File: config.mk
export PLATFORM = sky130hd
export DESIGN_NAME = bridge_fault_supervisor
export DESIGN_NICKNAME = d
export VERILOG_FILES = /design/src/rtl/bfs_pkg.sv /design/src/rtl/desat_filter.sv /design/src/rtl/leg_latch.sv /design/src/rtl/diag_encoder.sv /design/src/rtl/bridge_fault_supervisor.sv
export SDC_FILE = /design/constraint.sdc
export NUM_CORES = 1
export LEC_CHECK = 0
export ABC_AREA = 1
export ABC_CLOCK_PERIOD_IN_PS = 2400
export BUFFER_PORTS_ARGS = -buffer_cell sky130_fd_sc_hd__buf_4
export CELL_PAD_IN_SITES_DETAIL_PLACEMENT = 0
export CELL_PAD_IN_SITES_GLOBAL_PLACEMENT = 1
export CORE_MARGIN = 4
export CORE_UTILIZATION = 40
export CTS_CLUSTER_DIAMETER = 50
export CTS_CLUSTER_SIZE = 25
export DETAILED_ROUTE_END_ITERATION = 7
export GPL_TIMING_DRIVEN = 0
export PLACE_DENSITY_LB_ADDON = 0.2
export SETUP_SLACK_MARGIN = 0.4
export SLEW_MARGIN = 25
export SYNTH_ARGS = -nofsm -noshare
export SYNTH_HDL_FRONTEND = slang
export SYNTH_SLANG_ARGS = --single-unit
File: constraint.sdc
create_clock -name clk -period 2.4 [get_ports clk]
set_input_delay 0.12 -clock clk [delete_from_list [all_inputs] [get_ports clk]]
set_output_delay 0.12 -clock clk [all_outputs]
set_load 0.01 [all_outputs]
File: src/rtl/bfs_pkg.sv
package bfs_pkg;

  typedef enum logic [1:0] {
    CODE_NONE  = 2'b00,
    CODE_WARN  = 2'b01,
    CODE_SHORT = 2'b10,
    CODE_UV    = 2'b11
  } diag_code_e;

  // True when the current high sample completes the run (length 0 acts as 1).
  function automatic logic filter_due(input int unsigned run, input int unsigned len);
    int unsigned eff;
    eff = (len == 0) ? 1 : len;
    return (run + 1) >= eff;
  endfunction

  // Maps a code onto {first pin pull, second pin pull}.
  function automatic logic [1:0] code_to_pulls(input diag_code_e c);
    return logic'(c[1]) ? {1'b1, c[0]} : {1'b0, c[0]};
  endfunction

endpackage

File: src/rtl/desat_filter.sv
module desat_filter #(
  parameter int CNT_W = 10
) (
  input  logic             clk,
  input  logic             rst_n,
  input  logic             flush_i,
  input  logic             flag_i,
  input  logic [CNT_W-1:0] len_i,
  output logic             trip_o,
  output logic [CNT_W-1:0] run_o
);
  import bfs_pkg::*;

  localparam logic [CNT_W-1:0] RUN_MAX = '1;

  logic [CNT_W-1:0] run_q;

  always_ff @(posedge clk or negedge rst_n) begin
    if (!rst_n)             run_q <= '0;
    else if (flush_i)       run_q <= '0;
    else if (!flag_i)       run_q <= '0;
    else if (run_q != RUN_MAX) run_q <= run_q + 1'b1;
  end

  assign trip_o = flag_i && filter_due(32'(run_q), 32'(len_i));
  assign run_o  = run_q;

endmodule

File: src/rtl/leg_latch.sv
module leg_latch (
  input  logic clk,
  input  logic rst_n,
  input  logic flush_i,
  input  logic set_i,
  output logic lat_o
);
  always_ff @(posedge clk or negedge rst_n) begin
    if (!rst_n)       lat_o <= 1'b0;
    else if (flush_i) lat_o <= 1'b0;
    else if (set_i)   lat_o <= 1'b1;
  end
endmodule

File: src/rtl/diag_encoder.sv
module diag_encoder #(
  parameter int N_LEG = 2
) (
  input  logic             sleep_i,
  input  logic [N_LEG-1:0] uv_i,
  input  logic [N_LEG-1:0] lat_i,
  input  logic             otw_i,
  output bfs_pkg::diag_code_e code_o,
  output logic             er1_pull_o,
  output logic             er2_pull_o
);
  import bfs_pkg::*;

  always_comb begin
    if (sleep_i)        code_o = CODE_NONE;
    else if (|uv_i)     code_o = CODE_UV;
    else if (|lat_i)    code_o = CODE_SHORT;
    else if (otw_i)     code_o = CODE_WARN;
    else                code_o = CODE_NONE;
  end

  assign {er1_pull_o, er2_pull_o} = code_to_pulls(code_o);

endmodule

File: src/rtl/bridge_fault_supervisor.sv
module bridge_fault_supervisor #(
  parameter int N_LEG = 2,
  parameter int CNT_W = 10
) (
  input  logic               clk,
  input  logic               rst_n,
  input  logic               sleep_i,
  input  logic               diag_clr_i,
  input  logic [CNT_W-1:0]   filt_len_i,
  input  logic [2*N_LEG-1:0] desat_i,
  input  logic [N_LEG-1:0]   uv_i,
  input  logic               otw_i,
  output logic [2*N_LEG-1:0] gate_en_o,
  output logic               er1_pull_o,
  output logic               er2_pull_o
);
  import bfs_pkg::*;

  localparam int N_SW = 2 * N_LEG;

  logic                        flush;
  logic [N_SW-1:0]             trip_evt;
  logic [N_SW-1:0][CNT_W-1:0]  run_cnt;
  logic [N_LEG-1:0]            short_lat;
  diag_code_e                  diag_code;

  assign flush = sleep_i | diag_clr_i;

  for (genvar s = 0; s < N_SW; s++) begin : g_sw
    desat_filter #(.CNT_W(CNT_W)) u_filt (
      .clk     (clk),
      .rst_n   (rst_n),
      .flush_i (flush),
      .flag_i  (desat_i[s]),
      .len_i   (filt_len_i),
      .trip_o  (trip_evt[s]),
      .run_o   (run_cnt[s])
    );
  end

  for (genvar h = 0; h < N_LEG; h++) begin : g_leg
    leg_latch u_lat (
      .clk     (clk),
      .rst_n   (rst_n),
      .flush_i (flush),
      .set_i   (|trip_evt[2*h +: 2]),
      .lat_o   (short_lat[h])
    );
    assign gate_en_o[2*h +: 2] = {2{!sleep_i && !short_lat[h] && !uv_i[h]}};
  end

  diag_encoder #(.N_LEG(N_LEG)) u_enc (
    .sleep_i    (sleep_i),
    .uv_i       (uv_i),
    .lat_i      (short_lat),
    .otw_i      (otw_i),
    .code_o     (diag_code),
    .er1_pull_o (er1_pull_o),
    .er2_pull_o (er2_pull_o)
  );

endmodule

Word level (Yosys, flattened, before mapping)
Index checks and enable logic that the tools add are counted.
- $add $sub $neg: 8
- $mul: 0
- div/mod/pow operators: 0
- order comparisons: 4
- equal/unequal tests: 8
- shifts and indexed selects: 0
- mux-type cells: 22
- bitwise logic cells: 1
- reductions and logical operators: 20
- operators with widths (kind ; count):
    two-way mux 10 bit ; 13
    greater-or-equal comparator 32 bit ; 4
    adder 10 x 1 -> 11 bit, second input constant ; 4
    adder 10 x 1 -> 10 bit, second input constant ; 4
    != test 10 bit, second input constant ; 4
    != test 3 x 1 -> 1 bit, second input constant ; 4
    logical NOT 10 bit ; 1
    logical AND 1 bit ; 8
    two-way mux 2 bit ; 4
    OR reduction 2 bit ; 4
    logical NOT 1 bit ; 5
    two-way mux 1 bit ; 5
    nonzero test 2 bit ; 2
    bitwise OR 1 bit ; 1
- register bits: 42
- latch bits: 0
- memory bits (writable): 0
- ROM bits: 0
- input bits: 21
- output and inout bits: 6
- logic and storage cells: 69
- memories kept: 0

Logic depth before layout (Yosys ltp)
Gate-level depths: netlist (run 1).
- depth in word-level cells: 7
- mapped depth: 16
- depth with buffers taken out: 16

Hierarchy
A second synthesis (run 1) with hierarchy kept.
- cells, all modules: 566
- area, all modules: 3965.1 um^2
- modules (own cells, without submodules) (module ; instances ; cells an instance ; area each (um^2) ; sequential area each (um^2)):
    desat_filter at g_sw[0].u_filt ... ; 3 ; 136 ; 950.9 ; 250.2
    desat_filter at g_sw[2].u_filt ; 1 ; 133 ; 944.7 ; 250.2
    leg_latch ; 2 ; 3 ; 32.5 ; 25.0
    bridge_fault_supervisor ; 1 ; 12 ; 60.1 ; 0.0
    diag_encoder ; 1 ; 7 ; 42.5 ; 0.0

Worst setup path before layout (run 1)
OpenSTA, ideal clock, no wires.
- path type: register to register
- start: reg g_sw[2].u_filt.run_q[0]
- end: reg g_leg[1].u_lat.lat_o
- library setup time: 0.124 ns
- data arrival time: 1.803 ns
- required time: 2.276 ns
- slack: 0.473 ns
- stages on the path, launching flop included: 14
- buffers on the path: 0
- period minus slack after synthesis: 1.927 ns
- cells stage by stage: dfrtp_1 nand3_1 nor3_2 nand3_1 nor2_1 nand2_1 and2_1 ha_1 a21oi_1 nand2_1 inv_1 nand2_1 nand2_1 nand3_1
- word-level cells in the longest chain between the ends: 5
- RTL lines (item ; line ; RTL):
    start: declaration ; desat_filter.sv:16 ; logic [CNT_W-1:0] run_q;
    start signal: assignment ; desat_filter.sv:22 ; else if (run_q != RUN_MAX) run_q <= run_q + 1'b1;
    adder 10 x 1 -> 11 bit ; bfs_pkg.sv:14 ; return (run + 1) >= eff;
    greater-or-equal comparator 32 bit ; bfs_pkg.sv:14 ;
    logical AND 1 bit ; desat_filter.sv:25 ; assign trip_o = flag_i && filter_due(32'(run_q), 32'(len_i));
    OR reduction 2 bit ; bridge_fault_supervisor.sv:46 ; .set_i (|trip_evt[2*h +: 2]),
    nonzero test 2 bit (no line) ; n/a ;
    end signal: assignment ; leg_latch.sv:9 ; if (!rst_n) lat_o <= 1'b0;
    end signal: assignment ; leg_latch.sv:10 ; else if (flush_i) lat_o <= 1'b0;
    end signal: assignment ; leg_latch.sv:11 ; else if (set_i) lat_o <= 1'b1;
    end: declaration ; leg_latch.sv:6 ; output logic lat_o
Every way passes these cells.
A chain may end at the register's enable or synchronous reset.

Worst setup path in the final report (run 1)
- start: reg g_sw[3].u_filt.run_q[1]
- end: reg g_leg[1].u_lat.lat_o
- word-level cells in the longest chain between the ends: 5
- RTL lines (item ; line):
    start: declaration ; desat_filter.sv:16
    start signal: assignment ; desat_filter.sv:22
    adder 10 x 1 -> 11 bit ; bfs_pkg.sv:14
    greater-or-equal comparator 32 bit ; bfs_pkg.sv:14
    logical AND 1 bit ; desat_filter.sv:25
    OR reduction 2 bit ; bridge_fault_supervisor.sv:46
    nonzero test 2 bit (no line) ; n/a
Every way passes these cells.

==> qor.yml, run 1 <==
floorplan:
  io_pins: 27
  rows: 33
  start_util_pct: 41.6
  dieWidth_um: 101
  die_h_um: 101
  dieArea_um2: 10200
  core_area_um2: 8300
worst_setup_path:
  cp_data_required_time_ns: 2.59
  r2r_start: "g_sw[3].u_filt.run_o[1]"
  crit_path_max_fanout: 3
  cpMostUsedCell: "nand2_1"
  crit_arrival_ns: 2.20
  slowest_delay_ns: 0.43
  path_cells: "nand2_2 -> nor2_4 -> nand4_4 -> xnor2_2 -> ha_1 -> a21oi_1 -> o21a_1 -> nand2_1 -> nand2_1 -> nand2_1 -> nand2_2 -> nand3_1"
  cpMaxStageDelayCell: "dfrtp_1"
  reg2reg_depth: 12
  r2r_setup_slack_ns: 0.38
  r2r-end: "g_leg[1].u_lat.lat_o"
  start_kind: "flip-flop"
  crit_type: "reg2reg"
  critPathCaptureType: "flip-flop"
final_layout:
  stdcell_count: 625
  seq_area_um2: 1060
  drive_above_1_share_pct: 27.9
  multiInputGateArea_um2: 2380
  fillCellCount: 820
  postLayoutCoreUtil_pct: 53.8
  diodes: 0
  area_growth_pct: 29.2
  nets: 584
yosys:
  postSynthAreaPerCell_um2: 7.55
  yosys_warnings: 0
  ys_seq_area_share_pct: 30.4
  synth_ff_type: "dfrtp_1"
  synth_edf_count: 0
  synthCells: 457
  yosys_register_bits: 42
  netlist_area_um2: 3450
  async_flop_share_pct: 100
  syn_nets: 522
  ys_types: 36
timing:
  period_share_pct: 84.0
  setup_violations: 0
  worst_pin_slew_ns: 0.580
  fin_skew_ns: 0.0128
  final-hold-violation-count: 0
  fin_crit_ns: 2.02
  max_slew_margin_pct: 61.3
  slew_violations: 0
  hold-worst-slack_ns: 0.0500
  rsz0062_at_grt: "true"
  fmax_mhz: 496
  tns_ns: 0
global_routing:
  grt-ovfl-total: 0
  grt_usage_pct: 16.2
  grt_start_max_net_pins: 43
  antenna_found_initial: 0
  grt_pass1_wl_um: 13100
  grt_pass1_vias: 2918
detailed_routing:
  vias: 3007
  wl_per_cell_um: 12.7
  drt_iter0_drc: 48
  drt-total-wl_um: 7940
  drtAntennaViolNets: 0
  dr.pass1.iters: 4
  via_per_inst: 4.81
  route.detailed.drc: 0
placed_design:
  dp_cells: 588
  gp_congestion: 0.841
  dpl.hpwl_um: 5990
  io_buffers: 26
worst_hold_path:
  hold_path.class: "in2reg"
  holdPathEnd: "g_sw[0].u_filt.run_o[8]"
  hp-start: "desat_i[0]"
  hold_depth: 3
power_and_ir_drop:
  p_clk_share_pct: 30.2
  intPower_w: 0.00114
  total_power_w: 0.00161
  sequentialPowerShare_pct: 47.3
  switching_share_pct: 29.3
  p_leak_nw: 2.58
  netSwitchingPower_w: 0.000471
  power_density_nw_per_um2: 361
  power_frac_comb_pct: 22.5
  ir_drop_mv: 0.202
clocking:
  numClockSinks: 42
  cts_buffers: 5
  cts_buffer_depth: 2
  htreeDepth: 2
  cts_tree: "yes"
  cts_root_buf: "clkbuf_8"
  clk_pin_slew_ns: 0.09
  insertion_delay_ns: 0.30
status:
  status: "finished, final reports clean"
flow_run:
  drv_cap: 0
## Yosys cell counts, drive strengths merged, types with 4 or more instances
library cell / instances / area [um2]
nand2: 128 / 485
inv: 98 / 368
ha: 44 / 551
dfrtp: 42 / 1050
a21oi: 32 / 164
nand3: 27 / 178
nor2: 22 / 124
xor2: 19 / 166
nor3: 8 / 82.6
o21ai: 7 / 35.0
nand4: 6 / 43.8
a31oi: 5 / 31.3
o21a: 4 / 30.0
## power by group through the flow
stage | Combinational, W | Sequential, W | Clock [W]
after floorplan | 0.000175 | 0.000761 | 0
after global placement | 0.000267 | 0.000769 | 0
after detailed placement | 0.000275 | 0.000769 | 0
after CTS | 0.000337 | 0.000756 | 0.000508
after global routing | 0.000418 | 0.000766 | 0.000536
final | 0.000362 | 0.000762 | 0.000487
## final cells by class
type | instances | area share, %
clock buffers | 7 | 1.93
inverters | 98 | 8.24
plain buffers | 2 | 0.337
repair buffers | 55 | 9.48
well taps | 105 | 2.94
multi-input cells | 315 | 53.3
clock inverters | 1 | 0.112
flip-flops and latches | 42 | 23.7
## stage by stage
step                      instance area (um2)  setup slack (ns)
final                                    4460             0.384
after global routing                     4460             0.163
after CTS                                4060             0.324
after detailed placement                 3780             0.184
after global placement                   3780             0.238
after floorplan                          3450             0.473
## state kept, by name (all words and copies together) (netlist names)
signal             cells
g_leg.u_lat.lat_o      2
g_sw.u_filt.run_o     40
## per-layer routing
metal	part of all wire, %	vias up	wire [um]	GRT usage [%]
met4	0.82	0	65	3.78
met1	47	1390	3740	21.4
met3	3.5	6	277	2.28
met5	0	-	0	0
li1	-	1571	-	-
met2	49	40	3850	28.2
## layout by cell type (no fill, tap or decap), types with 2 or more instances in the layout
master | synthesis | final
nand2_1 | 126 | 118
inv_1 | 95 | 90
buf_4 | 2 | 54
dfrtp_1 | 42 | 38
ha_1 | 44 | 32
a21oi_1 | 31 | 26
nand3_1 | 20 | 14
xor2_1 | 19 | 12
nor2_1 | 17 | 12
nand2_2 | 2 | 10
ha_4 | 0 | 10
inv_2 | 3 | 8
nand3_2 | 6 | 7
nand3_4 | 1 | 6
nor3_4 | 2 | 6
xor2_2 | 0 | 6
a21oi_2 | 1 | 6
clkbuf_8 | 0 | 6
nor2_2 | 1 | 5
nand4_1 | 5 | 5
a31oi_1 | 5 | 5
nor2_4 | 3 | 4
o21ai_1 | 3 | 4
o21a_1 | 4 | 4
dfrtp_2 | 0 | 4
o21ai_0 | 4 | 3
a21o_1 | 2 | 2
xnor2_2 | 1 | 2
nor4_1 | 2 | 2
nor3_1 | 2 | 2
ha_2 | 0 | 2
buf_6 | 0 | 2
## timing repair
action / 4_1_cts / 5_1_grt
endpoints found under the setup margin: 2 / 2
endpoints found under the hold margin: 42 / 0
setup buffers: 11 / 17
gates cloned: 0 / 0
resized for setup: 19 / 52
pin swaps: 14 / 34
hold buffers: 1 / 0
## worst max path at each step
stage,from,end
4_1_cts,g_sw[0].u_filt.run_o[1],g_leg[0].u_lat.lat_o
5_1_grt,g_sw[1].u_filt.run_o[0],g_leg[0].u_lat.lat_o
6_report,g_sw[3].u_filt.run_o[1],g_leg[1].u_lat.lat_o
3_3_place_gp,g_sw[2].u_filt.run_o[0],g_leg[1].u_lat.lat_o
2_1_floorplan,g_sw[2].u_filt.run_o[0],g_leg[1].u_lat.lat_o
3_5_place_dp,g_sw[2].u_filt.run_o[0],g_leg[1].u_lat.lat_o
## cell families after synthesis
| family | after synthesis | share of synthesized area (%) |
|---|---|---|
| buffers and inverters | 100 | 11.1 |
| and+or+nand+nor | 196 | 27.9 |
| AOI/OAI and AO/OA | 52 | 8.48 |
| xor gates and xnor gates | 22 | 5.80 |
| adders and majority gates | 44 | 15.9 |
| muxes | 1 | 0.290 |
| DFF | 42 | 30.4 |
## critical path, delay by kind of cell (launching register included)
kind	cells	cell delay (ns)
AOI/OAI and AO/OA	2	0.28
xor gates and xnor gates	1	0.17
adders and majority gates	1	0.33
DFF	1	0.43
and+or+nand+nor	8	0.72
Power figures use the tool's default switching activity.
==> inputs of run 2 (changes only) <==
--- a/config.mk
+++ b/config.mk
@@ -6,7 +6,7 @@
 export NUM_CORES = 1
 export LEC_CHECK = 0
 export ABC_AREA = 1
-export ABC_CLOCK_PERIOD_IN_PS = 2400
+export ABC_CLOCK_PERIOD_IN_PS = 1700
 export BUFFER_PORTS_ARGS = -buffer_cell sky130_fd_sc_hd__buf_4
 export CELL_PAD_IN_SITES_DETAIL_PLACEMENT = 0
 export CELL_PAD_IN_SITES_GLOBAL_PLACEMENT = 1
==> constraint.sdc (replaced) <==
create_clock -name clk -period 1.7 [get_ports clk]
set_input_delay 0.085 -clock clk [delete_from_list [all_inputs] [get_ports clk]]
set_output_delay 0.085 -clock clk [all_outputs]
set_load 0.01 [all_outputs]
==> run 2 against run 1 <==
The run now ends with setup timing left. Clock power increased by 66%. First-iteration DRC count increased by 23%. Sequential share of layout area decreased by 1.6 points. Core utilization increased by 4.0 points. Cell count increased by 2.6%. Routed wire length increased by 6.7%. Critical endpoint is now g_leg[0].u_lat.lat_o. Die area unchanged. Non-clock buffer count increased by 16. Combinational power increased by 36%.
==> qor.yml, run 2 (synthesis gave the netlist of run 1 again) <==
status:
  status: "finished, violations left"  # was finished, final reports clean
  violations: "setup timing"
final_layout:
  stdcell_count: 641  # was 625
  drive_above_1_share_pct: 35.8  # was 27.9%
  area_growth_pct: 39.0  # was 29.2%
  nets: 600  # was 584
  fillCellCount: 765  # was 820
  seq_area_um2: 1060  # about the same
  layout_commonest_cell: "nand2_1"  # unchanged
  final_cell_mix: "nand2_1, inv_1, buf_4, dfrtp_1, ha_1"  # unchanged
  diodes: 0  # unchanged
  multiInputGateArea_um2: 2520  # was 2380 um2
  largest_reg_flops: 40  # unchanged
floorplan:
  rows: 33  # unchanged
  core_area_um2: 8300  # unchanged
  dieArea_um2: 10200  # unchanged
  dieWidth_um: 101  # unchanged
  die_h_um: 101  # unchanged
  io_pins: 27  # unchanged
  start_util_pct: 41.6  # unchanged
clocking:
  insertion_delay_ns: 0.30  # about the same
  numClockSinks: 42  # unchanged
  cts_buffers: 5  # unchanged
  htreeDepth: 2  # unchanged
  clk_pin_slew_ns: 0.09  # about the same
  cts_root_buf: "clkbuf_8"  # unchanged
  cts_buffer_depth: 2  # unchanged
  cts_tree: "yes"  # unchanged
worst_setup_path:
  start_kind: "flip-flop"  # unchanged
  crit_arrival_ns: 2.26  # was 2.20 ns
  critPathCaptureType: "flip-flop"  # unchanged
  crit_path_max_fanout: 4  # was 3
  cp_data_required_time_ns: 1.89  # was 2.59 ns
  crit_type: "reg2reg"  # unchanged
timing:
  fin_ws_ns: -0.363  # was 0.384 ns
  worst_pin_slew_ns: 0.583  # was 0.580 ns
  period_share_pct: 121  # was 84.0%
  rsz0062_at_grt: "true"  # unchanged
  fin_skew_ns: 0.0101  # was 0.0128 ns
  final-hold-violation-count: 0  # unchanged
  fmax_mhz: 485  # was 496 MHz
  max_slew_margin_pct: 61.1  # was 61.3%
  fin_crit_ns: 2.06  # was 2.02 ns
  setup_violations: 3  # was 0
  slew_violations: 0  # unchanged
  tns_ns: -0.911  # was 0 ns
global_routing:
  grt_usage_pct: 17.9  # was 16.2%
  grt-ovfl-total: 0  # unchanged
  grt_pass1_wl_um: 14500  # was 13100 um
  grt_pass1_vias: 3143  # was 2918
  grt_start_max_net_pins: 43  # unchanged
  antenna_found_initial: 0  # unchanged
detailed_routing:
  route.detailed.drc: 0  # unchanged
  drt_iter0_drc: 59  # was 48
  vias: 3069  # was 3007
  wl_per_cell_um: 13.2  # was 12.7 um
  dr.pass1.iters: 4  # unchanged
  drtAntennaViolNets: 0  # unchanged
  via_per_inst: 4.79  # was 4.81
  drt-total-wl_um: 8470  # was 7940 um
power_and_ir_drop:
  ir_drop_mv: 0.270  # was 0.202 mV
  p_leak_nw: 2.72  # was 2.58 nW
  power_density_nw_per_um2: 498  # was 361 nW/um2
worst_hold_path:
  hold_path.class: "in2reg"  # unchanged
placed_design:
  dpl.hpwl_um: 6070  # was 5990 um
  dp_cells: 588  # unchanged
  io_buffers: 26  # unchanged
  gp_congestion: 0.843  # was 0.841
flow_run:
  drv_cap: 0  # unchanged
run 2: stage by stage:
| stage | hold slack, ns | total power, W | utilization, % | setup slack [ns] | instance area, um2 |
|---|---|---|---|---|---|
| 3_3_place_gp | 0.130 | 0.00147 | 46.3 | -0.420 | 3840 |
| 3_5_place_dp | 0.133 | 0.00148 | 46.3 | -0.456 | 3840 |
| 2_1_floorplan | -0.211 | 0.00133 | - | -0.205 | 3520 |
| 4_1_cts | 0.00525 | 0.00240 | 55.0 | -0.327 | 4560 |
| 6_report | 0.0144 | 0.00239 | 57.8 | -0.363 | 4800 |
| 5_1_grt | 0.0307 | 0.00253 | 57.8 | -0.518 | 4800 |
run 2: final cells by class:
type | count | area share (%)
plain buffers | 2 | 0.313
clock buffers | 6 | 1.51
clock inverters | 2 | 0.782
inverters | 98 | 7.88
multi-input cells | 315 | 52.5
flip-flops and latches | 42 | 22.1
well taps | 105 | 2.74
repair buffers | 71 | 12.2
run 2: power by group:
group,leakage (nW),internal (W),switching [W]
sequential,0.574,0.00103,0.0000593
combinational,2.10,0.000232,0.000260
clock,0.0514,0.000439,0.000370
run 2: per-layer routing:
layer  global-route usage (%)  wire length (um)
met1                     22.6              3840
met2                     32.0              4240
met3                     2.42               305
met4                     4.29                77
met5                        0                 0
run 2: path summary, 6_finish.rpt:
kind | from | endpoint | cells past startpoint | slack [ns]
max | g_sw[0].u_filt.run_o[0] | g_leg[0].u_lat.lat_o | 16 | -0.36
min | desat_i[0] | g_sw[0].u_filt.run_o[8] | 3 | 0.01
max reg2reg | g_sw[0].u_filt.run_o[0] | g_leg[0].u_lat.lat_o | 16 | -0.36
min reg2reg | g_sw[0].u_filt.run_o[1] | g_sw[0].u_filt.run_o[1] | 2 | 0.58
max in group asynchronous | rst_n | g_sw[2].u_filt.run_o[0] | 2 | 0.95
min in group asynchronous | rst_n | g_sw[0].u_filt.run_o[6] | 2 | 0.31
run 2: timing repair:
| item | 4_1_cts | 5_1_grt |
|---|---|---|
| hold buffers | 1 | 0 |
| endpoints found under the hold margin | 42 | 0 |
| endpoints found under the setup margin | 44 | 44 |
| resized for setup | 66 | 48 |
| pin swaps | 50 | 33 |
| cloned | 0 | 0 |
| buffers inserted | 37 | 7 |
run 2: critical path, cell delays in order, from the launching register on:
cell     delay (ns)
dfrtp_2        0.45
nand3_4        0.10
nor3_4         0.26
inv_1          0.07
o21ai_1        0.13
nand2_1        0.10
inv_2          0.08
ha_4           0.19
nand2_1        0.06
inv_1          0.03
nor2_1         0.08
o21a_1         0.12
nand2_1        0.06
nand2_1        0.05
nand2_1        0.04
nand2_1        0.05
nand3_1        0.06
